### config.mk
export PLATFORM = sky130hd
export DESIGN_NAME = i2cs_target
export DESIGN_NICKNAME = d
export VERILOG_FILES = /design/src/rtl/i2cs_pkg.sv /design/src/rtl/i2cs_sync.sv /design/src/rtl/i2cs_cond_detect.sv /design/src/rtl/i2cs_engine.sv /design/src/rtl/i2cs_target.sv
export SDC_FILE = /design/constraint.sdc
export NUM_CORES = 1
export LEC_CHECK = 0
export ABC_AREA = 1
export BUFFER_PORTS_ARGS = -buffer_cell sky130_fd_sc_hd__buf_2
export CAP_MARGIN = 20
export CORE_MARGIN = 2
export CORE_UTILIZATION = 59
export DETAILED_ROUTE_END_ITERATION = 10
export GPL_TIMING_DRIVEN = 1
export PLACE_DENSITY = 0.93
export SYNTH_ARGS = -nofsm -noshare
export SYNTH_HDL_FRONTEND = slang
export SYNTH_SLANG_ARGS = --single-unit
### constraint.sdc
create_clock -name clk -period 5.3 [get_ports clk]
set_clock_uncertainty 0.2 [all_clocks]
set_input_delay 0.53 -clock clk [delete_from_list [all_inputs] [get_ports clk]]
set_output_delay 0.53 -clock clk [all_outputs]
set_load 0.005 [all_outputs]
### src/rtl/i2cs_pkg.sv
package i2cs_pkg;
  localparam int ADDR_W = 7;
  localparam int BYTE_W = 8;
  localparam int CNT_W  = $clog2(BYTE_W);

  typedef enum logic [2:0] {
    ST_IDLE,
    ST_ADDR,
    ST_ACK,
    ST_RX,
    ST_TX,
    ST_TACK,
    ST_IGNORE
  } eng_state_t;
endpackage

### src/rtl/i2cs_sync.sv
module i2cs_sync #(
  parameter int WIDTH  = 2,
  parameter int STAGES = 2
) (
  input  logic             clk,
  input  logic             rst,
  input  logic [WIDTH-1:0] d,
  output logic [WIDTH-1:0] q
);
  for (genvar g = 0; g < WIDTH; g++) begin : g_line
    logic [STAGES-1:0] chain;
    always_ff @(posedge clk) begin
      if (rst) chain <= '1;
      else     chain <= {chain[STAGES-2:0], d[g]};
    end
    assign q[g] = chain[STAGES-1];
  end
endmodule

### src/rtl/i2cs_cond_detect.sv
module i2cs_cond_detect (
  input  logic clk,
  input  logic rst,
  input  logic scl_s,
  input  logic sda_s,
  output logic scl_lvl,
  output logic sda_lvl,
  output logic scl_rise,
  output logic scl_fall,
  output logic det_start,
  output logic det_stop
);
  logic scl_q, sda_q;

  always_ff @(posedge clk) begin
    if (rst) begin
      scl_q     <= 1'b1;
      sda_q     <= 1'b1;
      scl_lvl   <= 1'b1;
      sda_lvl   <= 1'b1;
      scl_rise  <= 1'b0;
      scl_fall  <= 1'b0;
      det_start <= 1'b0;
      det_stop  <= 1'b0;
    end else begin
      scl_q     <= scl_s;
      sda_q     <= sda_s;
      scl_lvl   <= scl_s;
      sda_lvl   <= sda_s;
      scl_rise  <= scl_s & ~scl_q;
      scl_fall  <= ~scl_s & scl_q;
      det_start <= scl_s & scl_q & sda_q & ~sda_s;
      det_stop  <= scl_s & scl_q & ~sda_q & sda_s;
    end
  end

  // a bus condition is either a START or a STOP, never both at once
  a_r1_cond_exclusive: assert property (@(posedge clk) disable iff (rst)
    !(det_start && det_stop));

  // conditions only come while SCL is high, so no clock edge comes with them
  a_r1_cond_scl_high: assert property (@(posedge clk) disable iff (rst)
    (det_start || det_stop) |-> (scl_lvl && !scl_rise && !scl_fall));
endmodule

### src/rtl/i2cs_engine.sv
module i2cs_engine
  import i2cs_pkg::*;
#(
  parameter logic [BYTE_W-1:0] IDLE_FILL = 8'hFF
) (
  input  logic              clk,
  input  logic              rst,
  input  logic              scl_lvl,
  input  logic              sda_lvl,
  input  logic              scl_rise,
  input  logic              scl_fall,
  input  logic              det_start,
  input  logic              det_stop,
  input  logic [ADDR_W-1:0] own_addr,
  input  logic [BYTE_W-1:0] tx_data,
  input  logic              tx_valid,
  output logic              sda_oe,
  output logic              tx_take,
  output logic [BYTE_W-1:0] rx_data,
  output logic              rx_valid,
  output logic              ev_rd_req,
  output logic              ev_done
);
  localparam logic [CNT_W-1:0] LAST_BIT = CNT_W'(BYTE_W - 1);

  eng_state_t        state;
  logic [CNT_W-1:0]  cnt;
  logic [BYTE_W-1:0] sh;
  logic              rw;
  logic              phase;
  logic [BYTE_W-1:0] nxt_byte;

  assign nxt_byte = tx_valid ? tx_data : IDLE_FILL;

  always_ff @(posedge clk) begin
    if (rst) begin
      state     <= ST_IDLE;
      cnt       <= '0;
      sh        <= '0;
      rw        <= 1'b0;
      phase     <= 1'b0;
      sda_oe    <= 1'b0;
      tx_take   <= 1'b0;
      rx_data   <= '0;
      rx_valid  <= 1'b0;
      ev_rd_req <= 1'b0;
      ev_done   <= 1'b0;
    end else begin
      tx_take   <= 1'b0;
      rx_valid  <= 1'b0;
      ev_rd_req <= 1'b0;
      ev_done   <= 1'b0;
      if (det_start) begin
        state  <= ST_ADDR;
        cnt    <= '0;
        phase  <= 1'b0;
        sda_oe <= 1'b0;
      end else if (det_stop) begin
        state  <= ST_IDLE;
        phase  <= 1'b0;
        sda_oe <= 1'b0;
      end else begin
        case (state)
          ST_ADDR: if (scl_rise) begin
            sh  <= {sh[BYTE_W-2:0], sda_lvl};
            cnt <= cnt + 1'b1;
            if (cnt == LAST_BIT) begin
              if (sh[ADDR_W-1:0] == own_addr) begin
                rw        <= sda_lvl;
                ev_rd_req <= sda_lvl;
                state     <= ST_ACK;
              end else begin
                state <= ST_IGNORE;
              end
            end
          end
          ST_ACK: if (scl_fall) begin
            if (!phase) begin
              sda_oe <= 1'b1;
              phase  <= 1'b1;
            end else begin
              phase <= 1'b0;
              cnt   <= '0;
              if (rw) begin
                sh      <= nxt_byte;
                sda_oe  <= ~nxt_byte[BYTE_W-1];
                tx_take <= tx_valid;
                state   <= ST_TX;
              end else begin
                sda_oe <= 1'b0;
                state  <= ST_RX;
              end
            end
          end
          ST_RX: if (scl_rise) begin
            sh  <= {sh[BYTE_W-2:0], sda_lvl};
            cnt <= cnt + 1'b1;
            if (cnt == LAST_BIT) begin
              rx_data  <= {sh[BYTE_W-2:0], sda_lvl};
              rx_valid <= 1'b1;
              state    <= ST_ACK;
            end
          end
          ST_TX: if (scl_fall) begin
            if (cnt == LAST_BIT) begin
              sda_oe <= 1'b0;
              state  <= ST_TACK;
            end else begin
              cnt    <= cnt + 1'b1;
              sh     <= {sh[BYTE_W-2:0], 1'b1};
              sda_oe <= ~sh[BYTE_W-2];
            end
          end
          ST_TACK: begin
            if (scl_rise) begin
              if (sda_lvl) begin
                ev_done <= 1'b1;
                state   <= ST_IGNORE;
              end else begin
                phase <= 1'b1;
              end
            end else if (scl_fall && phase) begin
              phase   <= 1'b0;
              cnt     <= '0;
              sh      <= nxt_byte;
              sda_oe  <= ~nxt_byte[BYTE_W-1];
              tx_take <= tx_valid;
              state   <= ST_TX;
            end
          end
          default: ;
        endcase
      end
    end
  end

  // the pull-down changes only in a cycle that follows SCL seen low, unless a bus condition caused it
  a_r9_oe_moves_scl_low: assert property (@(posedge clk) disable iff (rst)
    (!$stable(sda_oe) && !$past(det_start) && !$past(det_stop)) |-> !$past(scl_lvl));

  // after the end-of-read pulse the line stays released
  a_r6_done_releases: assert property (@(posedge clk) disable iff (rst)
    ev_done |=> !sda_oe);

  // read request, received byte and end of read never coincide
  a_r4_pulses_exclusive: assert property (@(posedge clk) disable iff (rst)
    $onehot0({ev_rd_req, rx_valid, ev_done, tx_take}));

  // a received byte is followed by the acknowledge pull-down at the next SCL fall
  a_r3_ack_after_byte: assert property (@(posedge clk) disable iff (rst)
    (state == ST_ACK && phase && !det_start && !det_stop && !scl_fall) |=> sda_oe);
endmodule

### src/rtl/i2cs_target.sv
module i2cs_target
  import i2cs_pkg::*;
#(
  parameter int                SYNC_STAGES = 2,
  parameter logic [BYTE_W-1:0] IDLE_FILL   = 8'hFF
) (
  input  logic              clk,
  input  logic              rst,
  input  logic              scl_i,
  input  logic              sda_i,
  input  logic [ADDR_W-1:0] own_addr,
  output logic              sda_oe,
  input  logic [BYTE_W-1:0] tx_data,
  input  logic              tx_valid,
  output logic              tx_take,
  output logic [BYTE_W-1:0] rx_data,
  output logic              rx_valid,
  output logic              ev_start,
  output logic              ev_stop,
  output logic              ev_rd_req,
  output logic              ev_done
);
  logic [1:0] pins_s;
  logic scl_lvl, sda_lvl, scl_rise, scl_fall;

  i2cs_sync #(.WIDTH(2), .STAGES(SYNC_STAGES)) u_sync (
    .clk (clk),
    .rst (rst),
    .d   ({scl_i, sda_i}),
    .q   (pins_s)
  );

  i2cs_cond_detect u_det (
    .clk       (clk),
    .rst       (rst),
    .scl_s     (pins_s[1]),
    .sda_s     (pins_s[0]),
    .scl_lvl   (scl_lvl),
    .sda_lvl   (sda_lvl),
    .scl_rise  (scl_rise),
    .scl_fall  (scl_fall),
    .det_start (ev_start),
    .det_stop  (ev_stop)
  );

  i2cs_engine #(.IDLE_FILL(IDLE_FILL)) u_eng (
    .clk       (clk),
    .rst       (rst),
    .scl_lvl   (scl_lvl),
    .sda_lvl   (sda_lvl),
    .scl_rise  (scl_rise),
    .scl_fall  (scl_fall),
    .det_start (ev_start),
    .det_stop  (ev_stop),
    .own_addr  (own_addr),
    .tx_data   (tx_data),
    .tx_valid  (tx_valid),
    .sda_oe    (sda_oe),
    .tx_take   (tx_take),
    .rx_data   (rx_data),
    .rx_valid  (rx_valid),
    .ev_rd_req (ev_rd_req),
    .ev_done   (ev_done)
  );
endmodule

==> flow_summary.toml <==
[worst_setup_path]
start_kind = "flop"
r2r.worst_path.cells = 7
critPathRequiredTime_ns = 5.36
reg2reg_slack_ns = 3.17
criticalPathCategory = "flop to flop"
end_kind = "flop"
regToRegStartpoint = "u_eng.cnt[0]"
r2r-end = "u_eng.rx_data[6]"
worstPathArrival_ns = 2.19
cp_max_fo = 16

[pwr]
ir_drop_mv = 0.251
p_per_area_mw_per_mm2 = 358
leakagePower_nw = 1.14

[logic_synthesis]
async_flop_share_pct = 0
yosysTopAreaCell = "dfxtp_1"
synth_edf_count = 0
yosysTopAreaCellShare_pct = 39.3
yosys_warnings = 0
yosys-top-cells-area = "dfxtp_1 (39%), nand2_1 (14%), nor2_1 (10%)"
synthesis.area_mm2 = 0.00193
avgSynthCellArea_um2 = 6.74
ys_seq_elements = 38
seq_area_frac_synth_pct = 39.3
synth-main-ff-cell = "dfxtp_1"
synth_fp_nets = 309
synth_cell_type_count = 31
syn_inst = 287

[cells_and_area]
drive_gt1_share_pct = 18.2
mostFrequentLayoutCell = "nand2_1"
finish.instance_area_mm2 = 0.00218
syn_to_final_growth_pct = 12.5
final_cell_mix = "nand2_1 (74), nor2_1 (54), dfxtp_1 (38)"
nets = 345
layoutNonFillerInstCount = 368
antenna_cells = 0
final_util_pct = 70.7

[placement]
placed_area_mm2 = 0.00211
dp.cells = 360
pre_cts_ws_ns = 3.23
io_buffers = 34
gp_congestion = 1.02
hpwl_mm = 3.27

[clock_network]
clk_latency_ns = 0.37
cts_max_level = 2
cts_buffers = 5
cts_setup_buffers = 0
root_buffer = "clkbuf_4"
cts_num_sinks = 38
cts_resized = 0
clkTransAtPathRegs_ns = 0.11
cts_tree = "built"
cts.path.max_buffers = 2
postCtsHoldBufs = 0

[detailed_routing]
drtAntennaViolNets = 0
vias = 1904
drtIter0Drc = 124
dr.pass1.iters = 6
routed_via_density = 5.17
drc = 0
wl_per_cell_um = 11.9
wl_mm = 4.36

[grt]
antenna_found_initial = 0
overflow = 0
grt_pass1_wl_mm = 7.13
globalRouteTotalUtil_pct = 26.6
grt_max_degree = 20
grt_pass1_vias = 1670

[hold_path]
min_path_type = "primary input to flop"
whs_endpoint = "u_sync.g_line[0].chain[0]"
min_delay_path_depth = 2
hold_path_startpoint = "sda_i"

[sta]
post-route-period-util_pct = 40.2
tns_ns = 0
fin_ws_ns = 3.17
setup_viol = 0
worst_slew_margin_rel_pct = 49.9
fmax_ghz = 0.470
final_max_slew_viol_count = 0
period_needed_ns = 2.13
rsz0062_at_grt = "no"
worst_pin_slew_ns = 0.748
hold_viol = 0

[die]
core_mm2 = 0.00308
pin_count = 35
die_width_um = 61.3
die_h_um = 61.3
start_util_pct = 62.8
placementRows = 20
die_area_mm2 = 0.00375

[job]
max_cap_violations = 0

[status]
status = "finished clean"
-- logic make-up (layout without fill, tap and decap cells) --
| family | count (synthesis) | in the layout | share of synthesized area [%] |
|---|---|---|---|
| simple gates | 165 | 165 | 37.2 |
| buf+inv | 45 | 82 | 10.2 |
| flops | 38 | 38 | 39.3 |
| compound gates | 32 | 32 | 9.70 |
| xor+xnor | 5 | 5 | 2.26 |
| fa+ha+maj | 2 | 2 | 1.29 |
-- worst max-delay path by stage --
stage	depth (start not counted)	from	slack, ns	to
after floorplan	8	u_eng.cnt[0]	3.58	u_eng.rx_data[0]
after global placement	7	u_eng.cnt[0]	3.26	u_eng.rx_data[1]
after detailed placement	7	u_eng.cnt[0]	3.23	u_eng.rx_data[1]
after CTS	7	u_eng.cnt[0]	3.18	u_eng.rx_data[6]
after global routing	8	u_eng.state[0]	2.97	u_eng.sh[2]
final	7	u_eng.cnt[0]	3.17	u_eng.rx_data[6]
-- metal layers --
metal	GRT usage [%]	part of all wire (%)	vias up
li1	-	-	975
met1	31.9	43	840
met2	41.5	46	79
met3	8.19	9.5	10
met4	16.5	1.9	0
met5	0	0	-
-- critical path, cell delays in order, from the launching register on --
cell and delay [ns]:
dfxtp_1 0.37, ha_1 0.15, ha_1 0.23, nand4_1 0.26
nor3_4 0.50, nand2_1 0.13, o211ai_1 0.14, inv_1 0.06
-- state kept, by name, indices dropped and copies added, names as in the netlist --
name and flops:
u_det.sda_lvl 1, u_det.scl_q 1, u_eng.rx_valid 1, u_det.det_start 1
u_eng.ev_rd_req 1, u_eng.tx_take 1, u_det.det_stop 1, u_eng.cnt 3
u_det.scl_fall 1, u_eng.ev_done 1, u_eng.phase 1, u_eng.rw 1
u_eng.state 3, u_det.scl_rise 1, u_eng.sh 7, u_sync.g_line.chain 4
u_eng.rx_data 8, u_eng.sda_oe 1
-- synthesized netlist by cell type (3+ instances only) --
master,count
o211ai_1,9
a21oi_1,6
nand2_1,74
nand3_1,12
dfxtp_1,38
nor3_1,6
o21ai_0,15
nor2_1,54
nand2_2,3
xnor2_1,4
inv_1,35
or2_2,4
inv_2,4
-- final cells by class --
class | instances | area (um2)
clock buffer | 6 | 51.3
clock inverter | 2 | 12.5
fill | 254 | 902
inverter | 40 | 150
multi-input combinational | 204 | 976
sequential | 38 | 761
tap | 44 | 55.1
timing repair buffer | 34 | 170
-- power by group --
group | internal [mW] | total [mW] | switching, mW
Sequential | 0.314 | 0.339 | 0.0252
Clock | 0.0637 | 0.169 | 0.105
Combinational | 0.0917 | 0.271 | 0.180
-- metrics by stage --
stage	total power, mW	hold slack (ns)
5_1_grt	0.835	0.123
4_1_cts	0.776	0.140
6_report	0.779	0.140
2_1_floorplan	0.567	0.189
3_3_place_gp	0.604	0.193
3_5_place_dp	0.611	0.200
Power figures use the tool's default switching activity.
